## src/rtl/sram_pkg.sv

```systemverilog
package sram_pkg;

    typedef enum logic [1:0] {
        PH_IDLE  = 2'd0,
        PH_READ  = 2'd1,
        PH_GAP   = 2'd2,
        PH_WRITE = 2'd3
    } phase_e;

    // active-high view of the RAM strobes, converted to pin polarity at the pads
    typedef struct packed {
        logic sel;
        logic rd_en;
        logic wr_en;
        logic drive;
    } strobe_t;

    localparam strobe_t STROBE_IDLE = '{sel: 1'b0, rd_en: 1'b0, wr_en: 1'b0, drive: 1'b0};

    function automatic strobe_t phase_strobes(phase_e ph, logic we_window);
        strobe_t s;
        s = STROBE_IDLE;
        case (ph)
            PH_READ: begin
                s.sel   = 1'b1;
                s.rd_en = 1'b1;
            end
            PH_WRITE: begin
                s.sel   = 1'b1;
                s.wr_en = we_window;
                s.drive = 1'b1;
            end
            default: s = STROBE_IDLE;
        endcase
        return s;
    endfunction

endpackage

```

## src/rtl/sram_turn.sv

```systemverilog
module sram_turn #(
    parameter int TURN_CYC = 2
) (
    input  logic clk,
    input  logic rst,
    input  logic oe_n_pin,
    output logic gap_ok
);
    localparam int HI_W = $clog2(TURN_CYC + 2);
    localparam logic [HI_W-1:0] HI_MAX = HI_W'(TURN_CYC);

    // consecutive completed cycles with output enable high
    logic [HI_W-1:0] hi_q;

    always_ff @(posedge clk) begin
        if (rst) begin
            hi_q <= HI_MAX;
        end else if (!oe_n_pin) begin
            hi_q <= '0;
        end else if (hi_q != HI_MAX) begin
            hi_q <= hi_q + HI_W'(1);
        end
    end

    // the current cycle also has output enable high when the bus is free,
    // so it counts toward the gap ahead of the first driven cycle
    assign gap_ok = oe_n_pin && ((hi_q + HI_W'(1)) >= HI_MAX);

    assert_hi_clear_R7: assert property (@(posedge clk) disable iff (rst)
        !oe_n_pin |=> (hi_q == '0));

endmodule

```

## src/rtl/sram_seq.sv

```systemverilog
module sram_seq
    import sram_pkg::*;
#(
    parameter int ADDR_W = 17,
    parameter int DATA_W = 8,
    parameter int RD_CYC = 5,
    parameter int WE_CYC = 4,
    parameter int WR_CYC = 5
) (
    input  logic              clk,
    input  logic              rst,
    input  logic              req_valid,
    input  logic              req_write,
    input  logic [ADDR_W-1:0] req_addr,
    input  logic [DATA_W-1:0] req_wdata,
    input  logic              gap_ok,
    input  logic [DATA_W-1:0] dq_in,
    output logic              req_ready,
    output logic              ack,
    output logic [DATA_W-1:0] rdata,
    output logic [ADDR_W-1:0] op_addr,
    output logic [DATA_W-1:0] op_wdata,
    output strobe_t           strobe_d
);
    localparam int MAX_CYC = (RD_CYC > WR_CYC) ? RD_CYC : WR_CYC;
    localparam int CNT_W   = $clog2(MAX_CYC + 1);
    localparam logic [CNT_W-1:0] RD_LAST = CNT_W'(RD_CYC - 1);
    localparam logic [CNT_W-1:0] WR_LAST = CNT_W'(WR_CYC - 1);
    localparam logic [CNT_W-1:0] WE_LEN  = CNT_W'(WE_CYC);

    phase_e           ph_q, ph_d;
    logic [CNT_W-1:0] cnt_q, cnt_d;
    logic             take;
    logic             rd_last, wr_last;

    assign rd_last   = (ph_q == PH_READ)  && (cnt_q == RD_LAST);
    assign wr_last   = (ph_q == PH_WRITE) && (cnt_q == WR_LAST);
    assign req_ready = (ph_q == PH_IDLE);

    always_comb begin
        ph_d  = ph_q;
        cnt_d = cnt_q;
        take  = 1'b0;
        case (ph_q)
            PH_IDLE: begin
                if (req_valid) begin
                    take  = 1'b1;
                    cnt_d = '0;
                    if (!req_write) begin
                        ph_d = PH_READ;
                    end else if (gap_ok) begin
                        ph_d = PH_WRITE;
                    end else begin
                        ph_d = PH_GAP;
                    end
                end
            end
            PH_READ: begin
                if (rd_last) ph_d = PH_IDLE;
                else         cnt_d = cnt_q + CNT_W'(1);
            end
            PH_GAP: begin
                if (gap_ok) begin
                    ph_d  = PH_WRITE;
                    cnt_d = '0;
                end
            end
            PH_WRITE: begin
                if (wr_last) ph_d = PH_IDLE;
                else         cnt_d = cnt_q + CNT_W'(1);
            end
            default: ph_d = PH_IDLE;
        endcase
    end

    // pin strobes for the coming cycle; registered by the pad stage
    assign strobe_d = phase_strobes(ph_d, cnt_d < WE_LEN);

    always_ff @(posedge clk) begin
        if (rst) begin
            ph_q     <= PH_IDLE;
            cnt_q    <= '0;
            ack      <= 1'b0;
            rdata    <= '0;
            op_addr  <= '0;
            op_wdata <= '0;
        end else begin
            ph_q  <= ph_d;
            cnt_q <= cnt_d;
            ack   <= rd_last || wr_last;
            if (rd_last) rdata <= dq_in;
            if (take) begin
                op_addr  <= req_addr;
                op_wdata <= req_wdata;
            end
        end
    end

    assert_ack_single_R4: assert property (@(posedge clk) disable iff (rst)
        ack |=> !ack);
    assert_take_busy_R9: assert property (@(posedge clk) disable iff (rst)
        (req_valid && req_ready) |=> !req_ready);
    assert_addr_hold_R10: assert property (@(posedge clk) disable iff (rst)
        (ph_q != PH_IDLE) |=> $stable(op_addr));

endmodule

```

## src/rtl/sram_pads.sv

```systemverilog
module sram_pads
    import sram_pkg::*;
(
    input  logic    clk,
    input  logic    rst,
    input  strobe_t strobe_d,
    output logic    ce1_n,
    output logic    ce2,
    output logic    oe_n,
    output logic    we_n,
    output logic    dq_oe
);
    always_ff @(posedge clk) begin
        if (rst) begin
            ce1_n <= 1'b1;
            ce2   <= 1'b0;
            oe_n  <= 1'b1;
            we_n  <= 1'b1;
            dq_oe <= 1'b0;
        end else begin
            ce1_n <= !strobe_d.sel;
            ce2   <= strobe_d.sel;
            oe_n  <= !strobe_d.rd_en;
            we_n  <= !strobe_d.wr_en;
            dq_oe <= strobe_d.drive;
        end
    end

    assert_oe_needs_sel_R2: assert property (@(posedge clk) disable iff (rst)
        !oe_n |-> (!ce1_n && ce2));
    assert_we_quiet_bus_R5: assert property (@(posedge clk) disable iff (rst)
        !we_n |-> (!ce1_n && ce2 && oe_n && dq_oe));
    assert_we_ends_write_R6: assert property (@(posedge clk) disable iff (rst)
        $rose(we_n) |-> (!ce1_n && ce2));
    assert_desel_after_we_R6: assert property (@(posedge clk) disable iff (rst)
        $rose(ce1_n) |-> $past(we_n));

endmodule

```

## src/rtl/sram_ctrl.sv

```systemverilog
module sram_ctrl
    import sram_pkg::*;
#(
    parameter int ADDR_W   = 17,
    parameter int DATA_W   = 8,
    parameter int RD_CYC   = 5,
    parameter int WE_CYC   = 4,
    parameter int WR_CYC   = 5,
    parameter int TURN_CYC = 2
) (
    input  logic              clk,
    input  logic              rst,
    input  logic              req_valid,
    input  logic              req_write,
    input  logic [ADDR_W-1:0] req_addr,
    input  logic [DATA_W-1:0] req_wdata,
    output logic              req_ready,
    output logic              ack,
    output logic [DATA_W-1:0] rdata,
    output logic [ADDR_W-1:0] ram_addr,
    output logic [DATA_W-1:0] ram_dq_o,
    output logic              ram_dq_oe,
    input  logic [DATA_W-1:0] ram_dq_i,
    output logic              ram_ce1_n,
    output logic              ram_ce2,
    output logic              ram_oe_n,
    output logic              ram_we_n
);
    strobe_t strobe_d;
    logic    gap_ok;

    sram_seq #(
        .ADDR_W (ADDR_W),
        .DATA_W (DATA_W),
        .RD_CYC (RD_CYC),
        .WE_CYC (WE_CYC),
        .WR_CYC (WR_CYC)
    ) u_seq (
        .clk       (clk),
        .rst       (rst),
        .req_valid (req_valid),
        .req_write (req_write),
        .req_addr  (req_addr),
        .req_wdata (req_wdata),
        .gap_ok    (gap_ok),
        .dq_in     (ram_dq_i),
        .req_ready (req_ready),
        .ack       (ack),
        .rdata     (rdata),
        .op_addr   (ram_addr),
        .op_wdata  (ram_dq_o),
        .strobe_d  (strobe_d)
    );

    sram_pads u_pads (
        .clk      (clk),
        .rst      (rst),
        .strobe_d (strobe_d),
        .ce1_n    (ram_ce1_n),
        .ce2      (ram_ce2),
        .oe_n     (ram_oe_n),
        .we_n     (ram_we_n),
        .dq_oe    (ram_dq_oe)
    );

    sram_turn #(
        .TURN_CYC (TURN_CYC)
    ) u_turn (
        .clk      (clk),
        .rst      (rst),
        .oe_n_pin (ram_oe_n),
        .gap_ok   (gap_ok)
    );

    // pin-level watch of the bus turnaround, counted independently of u_turn
    localparam int RUN_W = $clog2(TURN_CYC + 2);
    localparam logic [RUN_W-1:0] RUN_MAX = RUN_W'(TURN_CYC);
    logic [RUN_W-1:0] oe_hi_run;

    always_ff @(posedge clk) begin
        if (rst)                   oe_hi_run <= RUN_MAX;
        else if (!ram_oe_n)        oe_hi_run <= '0;
        else if (oe_hi_run != RUN_MAX) oe_hi_run <= oe_hi_run + RUN_W'(1);
    end

    assert_no_contention_R7: assert property (@(posedge clk) disable iff (rst)
        ram_dq_oe |-> (ram_oe_n && (oe_hi_run >= RUN_MAX)));
    assert_sel_pair_R2: assert property (@(posedge clk) disable iff (rst)
        ram_ce1_n == !ram_ce2);
    assert_read_addr_R3: assert property (@(posedge clk) disable iff (rst)
        (!ram_oe_n && $past(!ram_oe_n)) |-> $stable(ram_addr));
    assert_read_no_drive_R3: assert property (@(posedge clk) disable iff (rst)
        !ram_oe_n |-> (ram_we_n && !ram_dq_oe));

endmodule

```

## config.mk

```make
export PLATFORM = sky130hd
export DESIGN_NAME = sram_ctrl
export DESIGN_NICKNAME = d
export VERILOG_FILES = /design/src/rtl/sram_pkg.sv /design/src/rtl/sram_turn.sv /design/src/rtl/sram_seq.sv /design/src/rtl/sram_pads.sv /design/src/rtl/sram_ctrl.sv
export SDC_FILE = /design/constraint.sdc
export NUM_CORES = 1
export LEC_CHECK = 0
export BUFFER_PORTS_ARGS = -buffer_cell sky130_fd_sc_hd__buf_2
export CAP_MARGIN = 10
export CORE_MARGIN = 10
export CORE_UTILIZATION = 40
export CTS_CLUSTER_SIZE = 30
export DETAILED_ROUTE_END_ITERATION = 12
export GPL_ROUTABILITY_DRIVEN = 0
export HOLD_SLACK_MARGIN = 0.15
export PLACE_DENSITY = 0.71
export SETUP_SLACK_MARGIN = 0.4
export SLEW_MARGIN = 20
export SYNTH_ARGS = -nofsm -noshare
export SYNTH_HDL_FRONTEND = slang
export SYNTH_SLANG_ARGS = --single-unit
export TNS_END_PERCENT = 30
```

## constraint.sdc

```tcl
create_clock -name clk -period 3.6 [get_ports clk]
set_input_delay 0.18 -clock clk [delete_from_list [all_inputs] [get_ports clk]]
set_output_delay 0.18 -clock clk [all_outputs]
set_load 0.005 [all_outputs]
```

==> flow_summary.ini, run 1 <==
[setup_path]
required_ps = 3820
crit_family = simple AND/OR/NAND/NOR gates
path_depth = 3
timing.rr.end = u_seq.op_addr[8]
critical_path.slowest_cell = nor3b_4
rr_startpoint = u_seq.ph_q[0]
path_cells = nor3b_4 -> nand2_1 -> a21oi_1
critical_path_buf_inv_count = 0
end_kind = flop
reg2regPathDepth = 3
slowest_delay_ps = 800
crit_start = u_seq.ph_q[0]
crit_path_start_kind = flop
endpoint = u_seq.op_addr[8]
path_max_fanout = 25
r2r_slack_ps = 1970
arrival_ps = 1840
crit_type = reg -> reg

[logic_synthesis]
async_flop_share = 0
synth_cell_types = 31
ys.flop_type = dfxtp_1
synth_top_cell_by_area = dfxtp_1
synth-seq-area-share = 0.518
yosys_warnings = 0
yosys-top-cells-area = dfxtp_1 (52%), nand2_1 (14%), a21oi_1 (9.9%), ha_1 (2.8%), buf_6 (2.5%)
synth_edf_count = 0
synth-seq-cells = 46
syn-cell-area_mm2 = 0.00178
synth_top_area_frac = 0.518
synth_nets = 243
yosysMostFrequentCell = nand2_1
syn-instance-count = 202
yosys-top-cells-count = nand2_1 (67), dfxtp_1 (46), a21oi_1 (35), clkbuf_1 (5)
synth_area_per_cell_um2 = 8.80

[floorplanning]
die_h_um = 86.6
row_count = 24
die_x_um = 86.6
initial_core_util = 0.411
core-area_mm2 = 0.00432
ios = 77
die_area_mm2 = 0.00751

[sta]
post-route-period-util = 0.452
hold_viol = 0
finalClockSkew_ps = 6.93
setup_violations = 0
finalMaxSlewViolations = 0
rsz0062_at_grt = no
period_minus_slack_ps = 1630
fin_tns_setup_ps = 0
worstMarginPinSlew_ps = 915
max_freq_ghz = 0.615
relSlewSlack = 0.389

[power_and_ir_drop]
total_leakage_power_nw = 1.16
ir_worst_vdd_mv = 0.298
power.density_mw_per_mm2 = 489
finalPower_mw = 1.25

[finish]
drive_gt1_frac = 0.288
area_delta_synth_final_pct = 43.8
layout.nets = 346
fill_cells = 402
stdcell_area_mm2 = 0.00255
final_cell_count_no_fill = 359

[global_routing]
antenna_found_initial = 1
grt_overflow_total = 0
grt_util_all_layers = 0.132
grt_max_degree = 42
grt_pass1_vias = 1729
grt_pass1_wl_mm = 8.23

[drt]
vias_per_cell = 4.67
wirelength_mm = 4.92
drtPass1Iterations = 4
antenna_left = 0
vias = 1678
wire_per_inst_um = 13.7
drt-initial-drc-count = 65
drcViolationCount = 0

[run_status]
status = finished clean

[place]
dpl_cell_area_mm2 = 0.00212
port_buffers = 76
place_hpwl_mm = 3.19
dp.cells = 317

[worst_hold_path]
hold_path_class = in -> reg

[clocking]
clk_pin_slew_ps = 80
root_buffer = clkbuf_8
cts_inserted_buffers = 5
tritoncts = done
ctsHtreeMaxLevel = 2
clk_path_buf_depth = 2
cts_setup_buffers = 0
clock_latency_ps = 290
clkSinkCount = 46

[job]
cap_violations = 0
-- layout make-up --
type	instances	area, um^2	area share
inverter	4	15.0	0.00588
clock inverter	1	30.0	0.0118
timing repair buffer	109	711	0.278
tap	52	65.1	0.0255
sequential	46	921	0.360
clock buffer	7	76.3	0.0299
antenna	1	2.50	0.000979
multi-input combinational	139	734	0.287
-- power breakdown --
group / internal (mW) / switching, mW
Sequential: 0.563 / 0.0410
Combinational: 0.141 / 0.132
Clock: 0.208 / 0.164
-- how the worst min path moves through the flow --
| stage | start | to | depth (start not counted) |
|---|---|---|---|
| 3_3_place_gp | req_addr[9] | u_seq.op_addr[9] | 3 |
| 6_report | req_write | u_pads.ce1_n | 3 |
| 3_5_place_dp | req_addr[10] | u_seq.op_addr[10] | 3 |
| 5_1_grt | req_write | u_pads.ce1_n | 3 |
| 4_1_cts | req_write | u_pads.ce1_n | 3 |
| 2_1_floorplan | req_addr[16] | u_seq.op_addr[16] | 2 |
-- worst register-to-register path, stage by stage (launching register included) --
cell	delay, ps
dfxtp_1	450
nor3b_4	800
nand2_1	120
a21oi_1	170
-- logic make-up (layout without fill, tap and decap cells) --
family / Yosys count / count (layout) / share of synthesized area
multiplexers: 1 / 1 / 0.00634
buffers and inverters: 17 / 121 / 0.0683
XOR/XNOR: 1 / 1 / 0.00493
adder cells (fa/ha/maj): 4 / 4 / 0.0282
flip-flops: 46 / 46 / 0.518
other: 0 / 1 / 0
AO/OA/AOI/OAI: 41 / 41 / 0.129
AND/OR/NAND/NOR: 92 / 92 / 0.245
-- what timing repair did --
| action | CTS | global route |
|---|---|---|
| hold buffers | 33 | 0 |
| resized for setup | 0 | 0 |
| endpoints found under the hold margin | 33 | 0 |
-- per-layer routing --
metal / routed length [um] / vias to the layer above / GRT usage / share of wire
li1: - / 870 / - / -
met1: 2000 / 749 / 0.148 / 0.41
met2: 2450 / 48 / 0.221 / 0.50
met3: 355 / 11 / 0.0535 / 0.072
met4: 119 / 0 / 0.0486 / 0.024
met5: 0 / - / 0 / 0
-- stage by stage --
stage / worst slack [ps] / hold slack, ps / util
2_1_floorplan: 2170 / 316 / -
3_3_place_gp: 1990 / 421 / 0.489
3_5_place_dp: 1970 / 426 / 0.489
4_1_cts: 1950 / 211 / 0.590
5_1_grt: 1790 / 234 / 0.591
6_report: 1970 / 220 / 0.591
-- flip-flops by register name, summed over array words and instances, names as in the netlist --
signal and count:
u_pads.ce2 1, u_pads.ce1_n 1, u_seq.cnt_q 3, u_turn.hi_q 2, u_seq.op_addr 17, u_seq.ph_q 2
u_seq.op_wdata 8, u_seq.ack 1, u_pads.oe_n 1, u_seq.rdata 8, u_pads.we_n 1, u_pads.dq_oe 1
-- layout by cell type (no fill, tap or decap) --
cell type	n
a21oi_1	35
o211ai_1	1
diode_2	1
nand2b_1	2
nand3_1	3
a311oi_2	1
a21o_1	1
bufinv_16	1
or3b_4	1
mux2_2	1
nand4b_1	4
nand3b_1	3
a31oi_1	1
ha_1	4
and3b_1	1
dfxtp_1	46
inv_1	4
and2_1	2
clkbuf_8	5
nor3b_1	1
nor3b_4	1
clkbuf_1	2
buf_2	76
and3_1	1
nand2_2	2
nand2_1	67
and4b_1	1
a311oi_1	1
xor2_1	1
a2bb2oi_1	1
nor2_1	3
dlygate4sd3_1	33
Power figures use the tool's default switching activity.
==> run 2: changes to the inputs <==
clock period = 1.6 ns   (was 3.6 ns; I/O delays follow)
==> run 2 against run 1 <==
Compared with the run above: clock skew down 4.1 ps; critical path depth up 2; utilization is 4.8 points higher; clock power grew 92%; cell count increased by 3.3%; critical endpoint is now u_seq.cnt_q[0].
==> flow_summary.ini, run 2 (same netlist as run 1, synthesis figures left out) <==
[run_status]
status = finished clean

[sta]
max_freq_ghz = 0.749
post-route-period-util = 0.834
relSlewSlack = 0.651
fin_tns_setup_ps = 0
finalClockSkew_ps = 2.80
whs_ps = 234
finalMaxSlewViolations = 0
period_minus_slack_ps = 1330
setup_violations = 0
hold_viol = 0
rsz0062_at_grt = yes
worstMarginPinSlew_ps = 524

[global_routing]
grt_max_degree = 27
grt_pass1_vias = 1750
grt_pass1_wl_mm = 8.36
grt_util_all_layers = 0.135
antenna_found_initial = 0
grt_overflow_total = 0

[drt]
antenna_left = 0
vias = 1780
drt-initial-drc-count = 73
drtPass1Iterations = 4
drcViolationCount = 0
wire_per_inst_um = 13.8
wirelength_mm = 5.12
vias_per_cell = 4.80

[floorplanning]
initial_core_util = 0.411
die_area_mm2 = 0.00751
row_count = 24
die_h_um = 86.6
die_x_um = 86.6
core-area_mm2 = 0.00432
ios = 77

[finish]
largestRegisters = u_seq.op_addr (17), u_seq.op_wdata (8), u_seq.rdata (8)
antenna_cells = 0
stdcell_area_mm2 = 0.00276
fill_cells = 376
post-route-util = 0.639
drive_gt1_frac = 0.401
layout_common_cells = buf_2 (76), nand2_1 (58), dfxtp_1 (40)
seq_area_um2 = 931
final_cell_count_no_fill = 371
final_common_cell = buf_2
multi_input_area_um2 = 855
top_register = u_seq.op_addr
layout.nets = 359
largest_reg_flops = 17
area_delta_synth_final_pct = 55.6

[job]
cap_violations = 0

[clocking]
cts_inserted_buffers = 5
clock_latency_ps = 290
ctsHtreeMaxLevel = 2
clkSinkCount = 46
clk_path_buf_depth = 2
tritoncts = done
root_buffer = clkbuf_8
clk_pin_slew_ps = 80

[setup_path]
end_kind = flop
required_ps = 1790
crit_type = reg -> reg
crit_path_start_kind = flop
arrival_ps = 1530
path_max_fanout = 6

[worst_hold_path]
hold_path_class = in -> reg

[place]
port_buffers = 76
dp.cells = 321
place_hpwl_mm = 3.22
dpl_cell_area_mm2 = 0.00219

[power_and_ir_drop]
ir_worst_vdd_mv = 0.685
power.density_mw_per_mm2 = 1050
total_leakage_power_nw = 1.23
## run 2: cell count changes in the layout (fill, tap and decap cells not counted), moves of 4 or more
cell     delta
dfxtp_2     +5
a21oi_1     -4
buf_4       +7
dfxtp_1     -6
a21oi_2     +4
nand2_2     +7
nand2_1     -9
## run 2: final timing paths
check                           depth (start not counted)  slack, ps              from                to
worst max-delay path                                    5        270    u_turn.hi_q[0]    u_seq.cnt_q[0]
worst min-delay path                                    2        230               rst         u_seq.ack
worst max register to register                          5        270    u_turn.hi_q[0]    u_seq.cnt_q[0]
worst min register to register                          2        450  u_seq.op_addr[3]  u_seq.op_addr[3]
## run 2: layout make-up
| type | count | share of cell area |
|---|---|---|
| timing repair buffer | 120 | 0.292 |
| clock buffer | 7 | 0.0312 |
| multi-input combinational | 141 | 0.309 |
| clock inverter | 1 | 0.00181 |
| sequential | 46 | 0.337 |
| inverter | 4 | 0.00543 |
| tap | 52 | 0.0235 |
## run 2: what timing repair did
item	in CTS	in global routing
pin swaps	2	14
hold endpoints to repair	36	0
gates resized for setup	6	20
hold buffers	34	0
setup endpoints to repair	43	44
cloned	2	0
buffers inserted	4	2
## run 2: through the flow
step | worst slack (ps) | total power [mW]
floorplan | 326 | 1.85
global placement | 231 | 2.00
detailed placement | 175 | 2.02
CTS | 261 | 2.89
global route | 196 | 3.07
finish | 265 | 2.89
## run 2: per-layer routing
layer  track usage  share of wire  vias to the layer above  routed length, um
met5             0              0                        -                  0
met4        0.0545         0.0074                        0                 38
met3        0.0497          0.076                        5                389
met2         0.225           0.51                       51               2590
met1         0.153           0.41                      820               2100
li1              -              -                      904                  -
## run 2: critical path, cell delays in order, from the launching register on
cell and delay [ps]:
dfxtp_2 340, inv_2 40, ha_4 250, nand3b_1 120, nand3b_1 170, a311oi_1 310
## run 2: where the power goes
| part | switching [mW] | internal, mW | total, mW | leakage [nW] |
|---|---|---|---|---|
| combinational | 0.350 | 0.447 | 0.797 | 0.802 |
| clock | 0.364 | 0.349 | 0.713 | 0.0482 |
| sequential | 0.104 | 1.28 | 1.38 | 0.378 |
| total | 0.818 | 2.07 | 2.89 | 1.23 |
